<file path="config.mk">
export PLATFORM = sky130hd
export DESIGN_NAME = flash_boot_supervisor
export DESIGN_NICKNAME = d
export VERILOG_FILES = /design/src/rtl/fbs_pkg.sv /design/src/rtl/fbs_datapath.sv /design/src/rtl/fbs_control.sv /design/src/rtl/flash_boot_supervisor.sv
export SDC_FILE = /design/constraint.sdc
export NUM_CORES = 1
export LEC_CHECK = 0
export BUFFER_PORTS_ARGS = -buffer_cell sky130_fd_sc_hd__buf_2
export CORE_UTILIZATION = 58
export CTS_CLUSTER_SIZE = 20
export DETAILED_ROUTE_END_ITERATION = 10
export GPL_TIMING_DRIVEN = 0
export PLACE_DENSITY_LB_ADDON = 0.05
export SYNTH_ARGS = -nofsm -noshare
export SYNTH_HDL_FRONTEND = slang
export SYNTH_SLANG_ARGS = --single-unit
</file>
<file path="constraint.sdc">
create_clock -name clk -period 2.4 [get_ports clk]
set_input_delay 0.36 -clock clk [delete_from_list [all_inputs] [get_ports clk]]
set_output_delay 0.36 -clock clk [all_outputs]
set_load 0.02 [all_outputs]
</file>
<file path="src/rtl/fbs_pkg.sv">
package fbs_pkg;

  typedef enum logic [2:0] {
    ST_IDLE,
    ST_RESET,
    ST_SETTLE,
    ST_POLL,
    ST_LEAVE,
    ST_FIN
  } fbsState_t;

  typedef struct packed {
    logic tickClr;
    logic loadOne;
    logic loadSettle;
    logic pollClr;
    logic pollStep;
    logic finish;
  } fbsCtl_t;

  localparam logic [2:0] RES_OK      = 3'd0;
  localparam logic [2:0] RES_ALREADY = 3'd1;
  localparam logic [2:0] RES_ERROR   = 3'd4;

endpackage

</file>
<file path="src/rtl/fbs_datapath.sv">
module fbs_datapath
  import fbs_pkg::*;
#(
  parameter int TICK_DIV     = 100000,
  parameter int SETTLE_TICKS = 50,
  parameter int POLL_LIMIT   = 10000,
  parameter int IDLE_LIMIT   = 250,
  parameter int SPI_OE_W     = 3
) (
  input  logic                clk,
  input  logic                rstN,
  input  fbsCtl_t             ctl,
  input  logic                busy,
  input  logic                flashCsIn,
  input  logic [SPI_OE_W-1:0] spiOeReq,
  input  logic                spiCsReq,
  output logic                tick,
  output logic                waitLast,
  output logic                pollExhausted,
  output logic                idleFull,
  output logic [SPI_OE_W-1:0] spiOe,
  output logic                spiCsOut
);

  localparam int PRE_W  = (TICK_DIV > 2) ? $clog2(TICK_DIV) : 1;
  localparam int WAIT_W = $clog2(SETTLE_TICKS + 2);
  localparam int POLL_W = $clog2(POLL_LIMIT + 2);
  localparam int IDLE_W = $clog2(IDLE_LIMIT + 2);
  localparam logic [PRE_W-1:0]  PRE_MAX   = PRE_W'(TICK_DIV - 1);
  localparam logic [WAIT_W-1:0] SETTLE_LD = WAIT_W'(SETTLE_TICKS);
  localparam logic [POLL_W-1:0] POLL_END  = POLL_W'(POLL_LIMIT);
  localparam logic [IDLE_W-1:0] IDLE_END  = IDLE_W'(IDLE_LIMIT);

  logic [PRE_W-1:0]  preCnt;
  logic [WAIT_W-1:0] waitCnt;
  logic [POLL_W-1:0] pollCnt;
  logic [IDLE_W-1:0] idleCnt;
  logic              csHold;

  // tick prescaler, restarted by the control at the start edge
  always_ff @(posedge clk) begin
    if (!rstN || ctl.tickClr || preCnt == PRE_MAX) preCnt <= '0;
    else                                           preCnt <= preCnt + 1'b1;
  end
  assign tick = (preCnt == PRE_MAX);

  // tick-based wait counter
  always_ff @(posedge clk) begin
    if (!rstN)                       waitCnt <= '0;
    else if (ctl.loadOne)            waitCnt <= WAIT_W'(1);
    else if (ctl.loadSettle)         waitCnt <= SETTLE_LD;
    else if (tick && waitCnt != '0)  waitCnt <= waitCnt - 1'b1;
  end
  assign waitLast = (waitCnt == WAIT_W'(1));

  // poll budget and idle chip-select run
  always_ff @(posedge clk) begin
    if (!rstN || ctl.pollClr) begin
      pollCnt <= '0;
      idleCnt <= '0;
    end else if (ctl.pollStep) begin
      pollCnt <= pollCnt + 1'b1;
      idleCnt <= flashCsIn ? idleCnt + 1'b1 : '0;
    end
  end
  assign pollExhausted = (pollCnt == POLL_END);
  assign idleFull      = (idleCnt == IDLE_END);

  // local SPI drivers
  always_ff @(posedge clk) begin
    if (!rstN)                  csHold <= 1'b0;
    else if (ctl.finish)        csHold <= 1'b1;
    else if (!busy && spiCsReq) csHold <= 1'b0;
  end
  assign spiOe    = busy ? '0 : spiOeReq;
  assign spiCsOut = busy | csHold | spiCsReq;

endmodule

</file>
<file path="src/rtl/fbs_control.sv">
module fbs_control
  import fbs_pkg::*;
(
  input  logic       clk,
  input  logic       rstN,
  input  logic       start,
  input  logic       forceCfg,
  input  logic       targetDone,
  input  logic       tick,
  input  logic       waitLast,
  input  logic       pollExhausted,
  input  logic       idleFull,
  output fbsCtl_t    ctl,
  output logic       busy,
  output logic       cfgOe,
  output logic       targetResetN,
  output logic [1:0] modeSel,
  output logic       resultValid,
  output logic [2:0] resultCode,
  output logic       postPulse
);

  fbsState_t  state, nxt;
  logic [2:0] codeReg, nxtCode;
  logic       postFlag, nxtPost;

  always_ff @(posedge clk) begin
    if (!rstN) begin
      state    <= ST_IDLE;
      codeReg  <= RES_OK;
      postFlag <= 1'b0;
    end else begin
      state    <= nxt;
      codeReg  <= nxtCode;
      postFlag <= nxtPost;
    end
  end

  always_comb begin
    ctl     = '0;
    nxt     = state;
    nxtCode = codeReg;
    nxtPost = 1'b0;
    unique case (state)
      ST_IDLE: if (start) begin
        if (!forceCfg && targetDone) begin
          nxtCode = RES_ALREADY;
          nxt     = ST_FIN;
        end else begin
          ctl.tickClr = 1'b1;
          ctl.loadOne = 1'b1;
          nxt         = ST_RESET;
        end
      end
      ST_RESET: if (tick && waitLast) begin
        ctl.loadSettle = 1'b1;
        nxt            = ST_SETTLE;
      end
      ST_SETTLE: if (tick && waitLast) begin
        ctl.pollClr = 1'b1;
        nxt         = ST_POLL;
      end
      ST_POLL: if (tick) begin
        if (targetDone) begin
          nxtCode = RES_OK;
          nxtPost = 1'b1;
          nxt     = ST_FIN;
        end else if (pollExhausted || idleFull) begin
          ctl.loadOne = 1'b1;
          nxt         = ST_LEAVE;
        end else begin
          ctl.pollStep = 1'b1;
        end
      end
      ST_LEAVE: if (tick && waitLast) begin
        nxtCode = RES_ERROR;
        nxt     = ST_FIN;
      end
      ST_FIN: begin
        ctl.finish = 1'b1;
        nxt        = ST_IDLE;
      end
      default: nxt = ST_IDLE;
    endcase
  end

  assign busy         = (state != ST_IDLE);
  assign resultValid  = (state == ST_FIN);
  assign resultCode   = codeReg;
  assign postPulse    = postFlag;
  assign cfgOe        = (state == ST_RESET) || (state == ST_SETTLE) ||
                        (state == ST_POLL)  || (state == ST_LEAVE);
  assign targetResetN = !((state == ST_RESET) || (state == ST_LEAVE));
  assign modeSel      = (state == ST_LEAVE) ? 2'b11 : 2'b00;

endmodule

</file>
<file path="src/rtl/flash_boot_supervisor.sv">
module flash_boot_supervisor
  import fbs_pkg::*;
#(
  parameter int TICK_DIV     = 100000,
  parameter int SETTLE_TICKS = 50,
  parameter int POLL_LIMIT   = 10000,
  parameter int IDLE_LIMIT   = 250,
  parameter int SPI_OE_W     = 3
) (
  input  logic                clk,
  input  logic                rstN,
  input  logic                start,
  input  logic                forceCfg,
  input  logic                targetDone,
  input  logic                flashCsIn,
  input  logic [SPI_OE_W-1:0] spiOeReq,
  input  logic                spiCsReq,
  output logic                cfgOe,
  output logic                targetResetN,
  output logic [1:0]          modeSel,
  output logic [SPI_OE_W-1:0] spiOe,
  output logic                spiCsOut,
  output logic                busy,
  output logic                resultValid,
  output logic [2:0]          resultCode,
  output logic                postPulse
);

  fbsCtl_t ctl;
  logic    tick, waitLast, pollExhausted, idleFull;

  fbs_control u_ctrl (
    .clk(clk), .rstN(rstN), .start(start), .forceCfg(forceCfg),
    .targetDone(targetDone), .tick(tick), .waitLast(waitLast),
    .pollExhausted(pollExhausted), .idleFull(idleFull), .ctl(ctl),
    .busy(busy), .cfgOe(cfgOe), .targetResetN(targetResetN),
    .modeSel(modeSel), .resultValid(resultValid),
    .resultCode(resultCode), .postPulse(postPulse)
  );

  fbs_datapath #(
    .TICK_DIV(TICK_DIV), .SETTLE_TICKS(SETTLE_TICKS),
    .POLL_LIMIT(POLL_LIMIT), .IDLE_LIMIT(IDLE_LIMIT), .SPI_OE_W(SPI_OE_W)
  ) u_dp (
    .clk(clk), .rstN(rstN), .ctl(ctl), .busy(busy), .flashCsIn(flashCsIn),
    .spiOeReq(spiOeReq), .spiCsReq(spiCsReq), .tick(tick),
    .waitLast(waitLast), .pollExhausted(pollExhausted),
    .idleFull(idleFull), .spiOe(spiOe), .spiCsOut(spiCsOut)
  );

endmodule

</file>
==> reports/results.ini <==
[outcome]
outcome = finished, final reports clean

[setup_path]
cpPeakStageDelay_ns = 0.36
required_ns = 2.60
critPathSlowestCell = dfxtp_1
worst_r2r_path_depth = 7
worstPathMaxFanout = 10
startpoint_type = flop
worst-setup-path-type = reg2reg
cpLargestDelayFamily = simple AND/OR/NAND/NOR gates
cp_cell_sequence = ha_1 > and4_1 > nand4_1 > or2_1 > o41ai_4 > clkbuf_4 > nor2_1
path_buf_inv = 1
end_kind = flop
path_depth = 7
worstPathArrival_ns = 2.45

[grt]
grt_pass1_wl_mm = 9.18
grt_max_degree = 17
met3_usage_pct = 4.62
gr-total-overflow = 0
use_met1_pct = 29.4
met2_usage_pct = 37.9
grt_pass1_vias = 2129
grt_use_total_pct = 23.0
antenna_found_initial = 0
grt-busiest-layer = met2

[pwr]
combPwrFrac_pct = 13.2
pwr-share-clk_pct = 31.2
seqPwrFrac_pct = 55.6
ir_drop_mv = 0.395
powerDensity_nw_per_um2 = 532
p_int_mw = 1.16
leakage_nw = 1.15
switching_power_uw = 432
switching_share_pct = 27.1

[clocking]
clock_latency_ns = 0.30
cts-buffers-inserted = 5
cts_root_buffer = clkbuf_8
htreeDepth = 2
cts_tree = yes
cts_sinks = 52
clockBufferDepth = 2
path_clk_slew_ns = 0.09

[finish]
final_cell_mix = dfxtp_1 (52), nor2_1 (41), nand2_1 (40)
drive_gt1_share_pct = 14.2
final_common_cell = dfxtp_1
fin_area_um2 = 2990
final_net_count = 369
nFillCells = 376
n_antenna_cell = 0
area_growth_pct = 11.0

[sta]
fin_ws_ns = 0.157
tns_ns = 0
hold_violations = 0
finalSetupViolCount = 0
fin_crit_ns = 2.24
finalClockSkew_ns = 0.00588
drv_slew = 0
fin_crit_sh_pct = 93.5
slew-limit-headroom_pct = 63.4
fmax_ghz = 0.446
tightest_slew_ns = 0.549
grt_setup_unrepaired = yes

[worst_hold_path]
min_path_cells = 3
hold_path.class = in2reg

[drt]
num_vias = 2268
drtAntennaViolNets = 0
drt_iter0_drc = 173
wire_per_inst_um = 12.8
finalWirelength_mm = 5.18
first_pass_iters = 4
post-route-drc-count = 0
via_per_inst = 5.60

[place]
placed_area_um2 = 2870
port_buffers = 21
dp_hpwl_mm = 3.83
pre_cts_slack_ns = -0.0575
gp_congestion = 0.894

[floorplanning]
die_w_um = 70.2
die_h_um = 70.2
rows = 24
core_um2 = 4410
initial_utilization_pct = 61.1
dieArea_um2 = 4930
ioPinCount = 24

[flow_run]
max_cap_viol_count = 0

[synth]
synthArstFlopShare_pct = 0
syn_nets = 340
yosysWarnings = 0
synth_area_um2 = 2700
ys_seq_elements = 52
netlist_instances = 323
seq_area_frac_synth_pct = 38.6
synth.distinct_cells = 49
synth_edf_count = 0
synth-main-ff-cell = dfxtp_1
avgSynthCellArea_um2 = 8.35

[per-layer routing]
metal | vias up | part of all wire [%]
li1 | 1173 | -
met1 | 1051 | 48
met2 | 35 | 47
met3 | 9 | 2.8
met4 | 0 | 1.7
met5 | - | 0
[state kept, by name (all words and copies together) (netlist names)]
signal and cells:
u_dp.preCnt 17, u_dp.csHold 1, u_dp.pollCnt 14, u_dp.idleCnt 8
u_dp.waitCnt 6, u_ctrl.resultCode 2, u_ctrl.state 3, u_ctrl.postPulse 1
[power groups by stage]
stage	clock network, mW	registers (mW)	logic, mW
after CTS	0.516	0.886	0.207
after detailed placement	0	0.906	0.206
final	0.497	0.887	0.210
after floorplan	0	0.907	0.146
after global routing	0.548	0.890	0.235
after global placement	0	0.906	0.204
[synth_stat cells (2+ instances only)]
cell type,number,area [um2]
a21oi_1,13,65.1
a22oi_1,3,22.5
a31oi_1,4,25.0
and2_1,8,50.1
and3_1,7,43.8
and4_1,5,43.8
and4bb_2,2,25.0
buf_2,2,10.0
buf_4,3,22.5
clkbuf_1,6,22.5
dfxtp_1,52,1040
ha_1,7,87.6
inv_1,13,48.8
nand2_1,40,150
nand3_1,17,85.1
nand3b_1,2,15.0
nand4_1,9,56.3
nor2_1,41,154
nor2b_1,4,25.0
nor3_1,11,55.1
nor4_4,2,42.5
nor4b_2,2,30.0
o21ai_0,10,50.1
or3_1,5,31.3
xnor2_1,8,70.1
xor2_1,24,210
[per-stage QoR]
| stage | hold WS [ns] | power [mW] | util (%) | std cells |
|---|---|---|---|---|
| floorplan | 0.418 | 1.05 | - | 323 |
| global placement | 0.428 | 1.11 | 65.0 | 396 |
| detailed placement | 0.438 | 1.11 | 65.0 | 396 |
| CTS | 0.330 | 1.61 | 67.0 | 404 |
| global route | 0.354 | 1.67 | 67.8 | 405 |
| finish | 0.343 | 1.59 | 67.8 | 405 |
[cell families after synthesis]
logic type / Yosys count / share of synthesized area (%)
buf+inv: 26 / 4.41
mux: 1 / 0.417
fa+ha+maj: 7 / 3.25
compound gates: 41 / 10.1
flops: 52 / 38.6
xor+xnor: 32 / 10.4
other cells: 1 / 0.139
simple gates: 163 / 32.7
[worst register-to-register path, cell delays in order (launching register included)]
cell	delay (ns)
dfxtp_1	0.36
ha_1	0.21
and4_1	0.27
nand4_1	0.22
or2_1	0.36
o41ai_4	0.35
clkbuf_4	0.30
nor2_1	0.07
[final cells by class]
| type | instances | area (um2) | area share [%] |
|---|---|---|---|
| plain buffers | 13 | 77.6 | 2.59 |
| repair buffers | 22 | 113 | 3.76 |
| clock inverters | 2 | 16.3 | 0.543 |
| well taps | 52 | 65.1 | 2.17 |
| multi-input cells | 245 | 1560 | 52.1 |
| clock buffers | 6 | 72.6 | 2.42 |
| inverters | 13 | 48.8 | 1.63 |
| flip-flops and latches | 52 | 1040 | 34.8 |
[worst paths after layout]
kind | startpoint | end | slack [ns]
setup / recovery | u_dp.preCnt[0] | u_dp.pollCnt[11] | 0.16
hold / removal | targetDone | u_ctrl.postPulse | 0.34
setup reg to reg | u_dp.preCnt[0] | u_dp.pollCnt[11] | 0.16
hold reg to reg | u_dp.preCnt[0] | u_dp.preCnt[0] | 0.46
[timing repair]
action | CTS | global route
buffers inserted | 0 | 1
gates resized for setup | 2 | 7
hold buffers | 0 | 0
setup endpoints to repair | 20 | 31
pin swaps | 0 | 1
(Power assumes the default switching activity.)
